===== config.mk =====
export PLATFORM = sky130hd
export DESIGN_NAME = strap_addr_decoder
export DESIGN_NICKNAME = d
export VERILOG_FILES = /design/src/rtl/strap_addr_decoder.sv
export SDC_FILE = /design/constraint.sdc
export NUM_CORES = 1
export LEC_CHECK = 0
export ABC_AREA = 1
export BUFFER_PORTS_ARGS = -buffer_cell sky130_fd_sc_hd__buf_2
export CAP_MARGIN = 20
export CORE_ASPECT_RATIO = 0.6
export CORE_UTILIZATION = 58
export CTS_CLUSTER_DIAMETER = 120
export DETAILED_ROUTE_END_ITERATION = 7
export PLACE_DENSITY = 0.79
export SETUP_SLACK_MARGIN = 0.15
export SLEW_MARGIN = 10
export SYNTH_ARGS = -nofsm -noshare
export SYNTH_HDL_FRONTEND = slang
export SYNTH_SLANG_ARGS = --single-unit

===== constraint.sdc =====
create_clock -name clk -period 2.9 [get_ports clk]
set_input_delay 0.145 -clock clk [delete_from_list [all_inputs] [get_ports clk]]
set_output_delay 0.145 -clock clk [all_outputs]
set_load 0.02 [all_outputs]

===== src/rtl/strap_addr_decoder.sv =====
`timescale 1ns/1ps
module strap_addr_decoder #(
  parameter int MIN_EDGES = 4
) (
  input  logic       clk,
  input  logic       rst_n,
  input  logic       sda_i,
  input  logic       scl_i,
  input  logic [2:0] strap_i,
  output logic [6:0] addr_o,
  output logic       valid_o,
  output logic       err_o,
  output logic       match_o
);
  localparam int CW = $clog2(MIN_EDGES + 1);
  localparam logic [CW-1:0] LIM = CW'(MIN_EDGES);
  localparam logic [1:0] ST_LO = 2'd0, ST_HI = 2'd1, ST_SDA = 2'd2, ST_SCL = 2'd3;

  function automatic logic [6:0] lut(input logic [5:0] k);
    case (k)
      {ST_LO,  ST_LO,  ST_SDA}: lut = {1'b1, 6'd0};
      {ST_LO,  ST_HI,  ST_SDA}: lut = {1'b1, 6'd1};
      {ST_HI,  ST_LO,  ST_SDA}: lut = {1'b1, 6'd2};
      {ST_HI,  ST_HI,  ST_SDA}: lut = {1'b1, 6'd3};
      {ST_LO,  ST_SDA, ST_LO }: lut = {1'b1, 6'd4};
      {ST_LO,  ST_SDA, ST_HI }: lut = {1'b1, 6'd5};
      {ST_HI,  ST_SDA, ST_LO }: lut = {1'b1, 6'd6};
      {ST_HI,  ST_SDA, ST_HI }: lut = {1'b1, 6'd7};
      {ST_SDA, ST_LO,  ST_LO }: lut = {1'b1, 6'd8};
      {ST_SDA, ST_LO,  ST_HI }: lut = {1'b1, 6'd9};
      {ST_SDA, ST_HI,  ST_LO }: lut = {1'b1, 6'd10};
      {ST_SDA, ST_HI,  ST_HI }: lut = {1'b1, 6'd11};
      {ST_LO,  ST_SDA, ST_SDA}: lut = {1'b1, 6'd12};
      {ST_HI,  ST_SDA, ST_SDA}: lut = {1'b1, 6'd13};
      {ST_SDA, ST_LO,  ST_SDA}: lut = {1'b1, 6'd14};
      {ST_SDA, ST_HI,  ST_SDA}: lut = {1'b1, 6'd15};
      {ST_SDA, ST_SDA, ST_LO }: lut = {1'b1, 6'd16};
      {ST_SDA, ST_SDA, ST_HI }: lut = {1'b1, 6'd17};
      {ST_SDA, ST_SDA, ST_SDA}: lut = {1'b1, 6'd18};
      {ST_SCL, ST_SCL, ST_SCL}: lut = {1'b1, 6'd19};
      {ST_LO,  ST_LO,  ST_SCL}: lut = {1'b1, 6'd20};
      {ST_LO,  ST_HI,  ST_SCL}: lut = {1'b1, 6'd21};
      {ST_HI,  ST_LO,  ST_SCL}: lut = {1'b1, 6'd22};
      {ST_HI,  ST_HI,  ST_SCL}: lut = {1'b1, 6'd23};
      {ST_LO,  ST_SCL, ST_LO }: lut = {1'b1, 6'd24};
      {ST_LO,  ST_SCL, ST_HI }: lut = {1'b1, 6'd25};
      {ST_HI,  ST_SCL, ST_LO }: lut = {1'b1, 6'd26};
      {ST_HI,  ST_SCL, ST_HI }: lut = {1'b1, 6'd27};
      {ST_SCL, ST_LO,  ST_LO }: lut = {1'b1, 6'd28};
      {ST_SCL, ST_LO,  ST_HI }: lut = {1'b1, 6'd29};
      {ST_SCL, ST_HI,  ST_LO }: lut = {1'b1, 6'd30};
      {ST_SCL, ST_HI,  ST_HI }: lut = {1'b1, 6'd31};
      {ST_LO,  ST_SCL, ST_SCL}: lut = {1'b1, 6'd32};
      {ST_HI,  ST_SCL, ST_SCL}: lut = {1'b1, 6'd33};
      {ST_SCL, ST_LO,  ST_SCL}: lut = {1'b1, 6'd34};
      {ST_SCL, ST_HI,  ST_SCL}: lut = {1'b1, 6'd35};
      {ST_SCL, ST_SCL, ST_LO }: lut = {1'b1, 6'd36};
      {ST_SCL, ST_SCL, ST_HI }: lut = {1'b1, 6'd37};
      default:                  lut = 7'd0;
    endcase
  endfunction

  logic       s_q, s_p, c_q, c_p;
  logic [2:0] p_q, p_p;
  logic [1:0] warm;
  logic [CW-1:0] ts, tc;
  logic [5:0] key;
  logic [2:0] known;

  wire live  = (warm == 2'd2);
  wire sda_e = s_q ^ s_p;
  wire scl_e = c_q ^ c_p;
  wire start = c_q & c_p & s_p & ~s_q;
  wire scl_r = c_q & ~c_p;

  always_ff @(posedge clk or negedge rst_n) begin
    if (!rst_n) begin
      s_q <= 1'b1; s_p <= 1'b1; c_q <= 1'b1; c_p <= 1'b1;
      p_q <= '0;   p_p <= '0;   warm <= '0;
      ts  <= '0;   tc  <= '0;
    end else begin
      s_q <= sda_i; s_p <= s_q; c_q <= scl_i; c_p <= c_q;
      p_q <= strap_i; p_p <= p_q;
      if (!live) warm <= warm + 2'd1;
      if (live && sda_e && ts != LIM) ts <= ts + 1'b1;
      if (live && scl_e && tc != LIM) tc <= tc + 1'b1;
    end
  end

  for (genvar i = 0; i < 3; i++) begin : g_pin
    logic [CW-1:0] dh, ch;
    logic db, cb, mv;
    logic [1:0] st;
    logic kn;

    always_ff @(posedge clk or negedge rst_n) begin
      if (!rst_n) begin
        dh <= '0; ch <= '0; db <= 1'b0; cb <= 1'b0; mv <= 1'b0;
      end else if (live) begin
        if (sda_e) begin
          if (p_q[i] == s_q) begin
            if (dh != LIM) dh <= dh + 1'b1;
          end else db <= 1'b1;
        end
        if (scl_e) begin
          if (p_q[i] == c_q) begin
            if (ch != LIM) ch <= ch + 1'b1;
          end else cb <= 1'b1;
        end
        if (p_q[i] ^ p_p[i]) mv <= 1'b1;
      end
    end

    always_comb begin
      kn = 1'b1;
      st = ST_LO;
      if (!db && dh == LIM)                      st = ST_SDA;
      else if (!cb && ch == LIM)                 st = ST_SCL;
      else if (!mv && ts == LIM && tc == LIM)    st = p_q[i] ? ST_HI : ST_LO;
      else                                       kn = 1'b0;
    end

    assign key[2*i +: 2] = st;
    assign known[i] = kn;
  end

  logic [6:0] hit_idx;
  assign hit_idx = lut(key);
  assign valid_o = &known;
  assign err_o   = valid_o & ~hit_idx[6];
  assign addr_o  = (valid_o & hit_idx[6]) ? 7'h20 + {1'b0, hit_idx[5:0]} : 7'd0;

  logic       armed;
  logic [2:0] nb;
  logic [6:0] sh;

  always_ff @(posedge clk or negedge rst_n) begin
    if (!rst_n) begin
      armed <= 1'b0; nb <= '0; sh <= '0; match_o <= 1'b0;
    end else begin
      match_o <= 1'b0;
      if (live && start) begin
        armed <= 1'b1;
        nb    <= '0;
      end else if (live && armed && scl_r) begin
        sh <= {sh[5:0], s_q};
        nb <= nb + 3'd1;
        if (nb == 3'd7) begin
          armed   <= 1'b0;
          match_o <= valid_o & ~err_o & (sh == addr_o);
        end
      end
    end
  end


  match_single_chk: assert property (@(posedge clk) disable iff (!rst_n)
    match_o |=> !match_o);

  match_after_rise_chk: assert property (@(posedge clk) disable iff (!rst_n)
    match_o |-> $past(c_q && !c_p));

  match_needs_valid_chk: assert property (@(posedge clk) disable iff (!rst_n)
    match_o |-> $past(valid_o));

  addr_zero_chk: assert property (@(posedge clk) disable iff (!rst_n)
    !valid_o |-> (addr_o == 7'd0 && !err_o));

  err_nomatch_chk: assert property (@(posedge clk) disable iff (!rst_n)
    $past(err_o) |-> !match_o);
endmodule


==> Word level (Yosys, flattened, before mapping) <==
Memories as Yosys holds them, arrays and structs flattened.
Cells that the tools add are included.
{ "totals": {"mem_count": 1, "regBits": 57, "output_inout_bits": 10, "word_cells": 167, "romBits": 448} }
{ "mem_list": {"columns": ["memory", "depth", "word_bits", "read_ports", "rd_ports_with_merged_regs", "wr", "line", "rtl"], "rows": [
  ["(no name shown)", 64, 7, 1, 0, 0, "20", "case (k)"]
]} }
{ "op_classes": {"addsub": 11, "n_eq_ne": 25, "bitwise_logic": 24, "muxes": 30, "n_reduce_logical": 48} }
{ "ops": {"columns": ["op", "n"], "rows": [
  ["adder 3 x 1 -> 3 bit, second input constant", 9],
  ["== test 3 bit, second input constant", 9],
  ["!= test 3 bit, second input constant", 8],
  ["AND reduction 4 bit", 6],
  ["2-to-1 mux 1 bit", 21],
  ["AND reduction 3 bit", 7],
  ["logical AND 1 bit", 19],
  ["2-to-1 mux 2 bit", 6],
  ["NOT 1 bit", 11],
  ["AND reduction 2 bit", 5],
  ["logical NOT 1 bit", 9],
  ["AND 1 bit", 8],
  ["adder 6 x 6 -> 7 bit, first input constant", 1],
  ["== test 7 bit", 1],
  ["2-to-1 mux 7 bit", 1],
  ["== test 1 bit", 6],
  ["2-to-1 mux 3 bit", 2],
  ["XOR 1 bit", 5],
  ["nonzero test 2 bit", 2],
  ["adder 2 x 1 -> 2 bit, second input constant", 1],
  ["== test 2 bit, second input constant", 1]
]} }

==> Longest topological paths before layout <==
An unclocked memory read counts as a cell.
{ "logic_depth": {"ltp_word": 15, "mapped_depth": 22, "ltp_nobuf": 22} }

==> Least setup slack after synthesis <==
Ideal clock, no wire load.
{ "synth_timing": {"path_type": "register to register", "start": "register ts[0]", "end": "register match_o", "setup_slack_ns": 0.603, "t_required_ns": 2.831, "t_arrival_ns": 2.228, "stages_incl_launch_ff": 23, "path_buffers": 0, "cell_sequence": "dfrtp_1 inv_1 ha_1 nand2_1 nor2_1 nand3_1 nand2_1 nand2_1 inv_1 ha_1 inv_1 nand2_1 nand2_1 inv_1 nand2_1 nand2_1 a21oi_4 nand2_1 nand2_1 nand2_1 nor2_1 nand2_1 nor2_2"} }
{ "synth_between": {"elab_chain_cells": 15, "elab_cells_between_ends": 39} }
{ "synth_lines": {"columns": ["item", "line", "rtl"], "rows": [
  ["from (decl)", "66", "logic [CW-1:0] ts, tc;"],
  ["from (signal assigned)", "85", "if (live && sda_e && ts != LIM) ts <= ts + 1'b1;"],
  ["== test 3 bit (*)", "119", "else if (!mv && ts == LIM && tc == LIM) st = p_q[i] ? ST_HI : ST_LO;"],
  ["branches (longest 10 deep; another with memory (64 x 7 bit))", null, null],
  ["AND 1 bit (*)", "150", "match_o <= valid_o & ~err_o & (sh == addr_o);"],
  ["2-to-1 mux 1 bit (*)", "148", "if (nb == 3'd7) begin"],
  ["2-to-1 mux 1 bit (*)", "145", "end else if (live && armed && scl_r) begin"],
  ["2-to-1 mux 1 bit (*)", "142", "if (live && start) begin"],
  ["to (signal assigned)", "150", null],
  ["to (decl)", "13", "output logic match_o"]
]} }
Every way passes the cells marked *.
A chain may end at the register's enable or synchronous reset.

==> Worst setup path after layout <==
{ "layout_timing": {"start": "register ts[1]", "end": "output addr_o[0]"} }
{ "layout_between": {"elab_chain_cells": 9, "elab_cells_between_ends": 30} }
{ "layout_lines": {"columns": ["item", "line", "rtl"], "rows": [
  ["== test 3 bit (*)", "119", null],
  ["logical AND 1 bit (2 in series)", "119", null],
  ["2-to-1 mux 1 bit", "119", null],
  ["2-to-1 mux 2 bit or 2-to-1 mux 1 bit (tied branches)", "118", "else if (!cb && ch == LIM) st = ST_SCL;"],
  ["2-to-1 mux 2 bit or 2-to-1 mux 1 bit (tied branches)", "117", "if (!db && dh == LIM) st = ST_SDA;"],
  ["memory (64 x 7 bit) or AND reduction 3 bit (tied branches)", null, null],
  ["adder 6 x 6 -> 7 bit or AND 1 bit (tied branches)", "131", "assign addr_o = (valid_o & hit_idx[6]) ? 7'h20 + {1'b0, hit_idx[5:0]} : 7'd0;"],
  ["2-to-1 mux 7 bit (*)", "131", null],
  ["to (decl)", "10", "output logic [6:0] addr_o,"]
]} }
Mark *: on every way between the ends. The rest lies on a longest branch, timed or not.

==> impl_results.md <==
* Layout cells sized above 1 at 23.8%
* Fillcell total at 376
* Num rows at 20
* Total die area at 5970 µm²
* CP Buf/Inv Count at 6
* Post-Syn Instances at 396
* Leak at 2.06 nW
* Leading area contributor after synthesis: dfrtp_1
* CP top delay family: simple AND/OR/NAND/NOR gates
* Netlist cell types at 34
* Cell internal pwr at 0.00184 W
* R2r endpoint: match_o
* Crit path required time at 2.76 ns
* Fin crit period at 2.71 ns
* Clk_lat worst skew at 0.34 ns
* Initial antenna violation count at 0
* Max_cap viols at 0
* Seq/Total Area, Yosys at 43.7%
* Yosys top cell area share at 40.5%
* Critical Path Start Type: flip-flop
* Initial DRC Count at 178
* Max H-tree Level at 3
* Peak VDD IR at 0.000587 V
* Clk Tree Root Cell: clkbuf_8
* Worst reg2reg startpoint: ts[1]
* Slew Limit Fails at 0
* Ranking of synthesized cells by area: dfrtp_1, nand2_1, ha_1
* Crit end category: output port
* RSZ-0062 raised after global routing: false
* Nets@finish at 477
* Clock-pin slew on the worst setup and hold paths at 0.07 ns
* Crit path max fanout at 8
* Post-DP HPWL at 5.21 mm
* Initial Utilization at 62.4%
* Seq pwr share at 43.5%
* Wire per inst at 14.6 µm
* Period utilization at 93.4%
* Yosys reg bits at 57
* Commonest non-fill, non-tap cells in the layout: nand2_1, dfrtp_1, inv_1
* Fmax at 0.369 GHz
* Synthesis Warnings at 0
* Slowest-stage cell, CP: dfrtp_1
* # port buffers at 16
* Die W at 99.1 µm
* Top cell by count, worst path: nand2_2
* Max clock buf depth at 2
* Antenna cells at 0
* GRT Residual Overflow at 0
* Fin. Hold Viols at 0
* CTS tree: built
* Post-synth net total at 429
* Flop-to-flop setup slack at 0.38 ns
* Cts bufs inserted at 9
* Gpl congestion at 0.954
* Global-route wire length before repair at 11.4 mm
* Final total power at 0.00283 W
* Post-DRT Antenna Nets at 0
* Global Route Usage Sum at 26.1%
* R2R depth at 23
* # IOs at 17
* PwrDens at 708 nW/µm²
* Slowest stage delay, CP at 0.37 ns
* Kind of critical path: flip-flop to output port
* Vias at 2,778
* WL final at 7.54 mm
* Worst Max-Slew Pin Slew at 0.682 ns
* Setup TNS at 0 ns
* Most common cell after layout, fill and taps aside: nand2_1
* DRC viols at 0
* Vias in the first global route at 2,421
* Pin count of the biggest net entering global routing at 32
* Endpoints failing setup at 0
* Drt via density at 5.39
* Max_slew headroom at 54.6%
* Synthesis-to-finish area growth at 21.9%
* Mapped Area at 3280 µm²
* Clk pwr share at 25.6%
* Core Region at 5260 µm²
* Comb pwr share at 30.9%
* Detailed Routing Iterations Pass 1 at 5
* Syn avg cell area at 8.28 µm²
* Crit path cell chain: inv_2 -> ha_4 -> nand2_4 -> nor2_4 -> nand3_2 -> nand2_2 -> nand2_4 -> inv_4 -> ha_4 -> inv_4 -> nand2_2 -> nand2_2 -> inv_1 -> nand2_1 -> nand2_2 -> a21oi_4 -> nand3_2 -> inv_2 -> buf_6
* Run status: finished, final reports clean
* Worst min path class: input pin to asynchronous set/reset pin
* Clock skew at 0.00439 ns
* Net switching power at 0.000989 W
* Worst Path Arrival at 2.56 ns
* Die height at 60.2 µm
* Switching Share at 35.0%
* Clock Sinks at 57
routing by layer:
| metal | part of all wire, % | global-route usage, % |
|---|---|---|
| met5 | 0 | 0 |
| met4 | 1.2 | 6.93 |
| met3 | 8.7 | 9.82 |
| met2 | 42 | 38.6 |
| met1 | 48 | 36.3 |
Yosys cell counts, drive strengths merged:
library cell,n
xnor2,14
o21ai,21
o211ai,1
o21bai,1
ha,26
nor2,28
xor2,11
dfrtp,53
a21boi,1
nand3,30
o22ai,1
nor3,4
clkbuf,3
a21oi,17
nand3b,1
or2,2
buf,1
dfstp,4
nand4,5
nand2,109
inv,60
o31ai,3
logic make-up (layout without fill, tap and decap cells):
logic type	Yosys count	in the layout	synth area share (%)
compound gates	45	45	7.94
xor+xnor	25	25	6.68
fa+ha+maj	26	26	9.92
buf+inv	64	117	7.56
flops	57	57	43.7
simple gates	179	179	24.2
sequential cells by signal, indices dropped and copies added (netlist names):
register and count:
match_o 1, c_q 1, warm 2, tc 3, g_pin.db 3, g_pin.mv 3
sh 7, armed 1, nb 3, s_q 1, p_p 3, ts 3
s_p 1, p_q 3, g_pin.ch 9, c_p 1, g_pin.dh 9, g_pin.cb 3
how the worst max path moves through the flow:
| stage | startpoint | to | slack, ns | cells after the start |
|---|---|---|---|---|
| 3_5_place_dp | ts[0] | match_o | 0.23 | 22 |
| 2_1_floorplan | ts[0] | match_o | 0.60 | 22 |
| 4_1_cts | tc[0] | addr_o[0] | 0.15 | 16 |
| 3_3_place_gp | ts[0] | match_o | 0.33 | 22 |
| 5_1_grt | ts[1] | addr_o[0] | 0.08 | 19 |
| 6_report | ts[1] | addr_o[0] | 0.19 | 19 |
per-stage QoR:
stage	cells	area, µm²	setup slack (ns)	util, %	hold slack [ns]
global route	515	4000	0.0826	76.0	0.428
detailed placement	476	3430	0.230	65.3	0.223
global placement	476	3430	0.327	65.3	0.226
CTS	503	3750	0.152	71.4	0.401
floorplan	396	3280	0.603	-	-0.151
finish	515	4000	0.190	76.0	0.384
power by group through the flow:
stage	logic, W	registers (W)	clock network (W)
2_1_floorplan	0.000536	0.00118	0
3_3_place_gp	0.000627	0.00122	0
3_5_place_dp	0.000675	0.00123	0
4_1_cts	0.000711	0.00122	0.000735
5_1_grt	0.000997	0.00126	0.000766
6_report	0.000873	0.00123	0.000724
repair_timing:
item                                    in CTS  in global routing
hold endpoints to repair                    34                  0
buffers inserted                             5                 12
hold buffers                                 6                  0
endpoints found under the setup margin       8                  9
pin swaps                                    3                 10
gates resized for setup                     12                 42
cell type report:
| type | count | area [µm²] | share of cell area, % |
|---|---|---|---|
| multi-input combinational | 275 | 1770 | 44.2 |
| timing repair buffer | 41 | 297 | 7.42 |
| clock inverter | 5 | 56.3 | 1.41 |
| sequential | 57 | 1430 | 35.8 |
| inverter | 60 | 230 | 5.76 |
| clock buffer | 11 | 131 | 3.29 |
| tap | 66 | 82.6 | 2.07 |
Power figures use the tool's default switching activity.
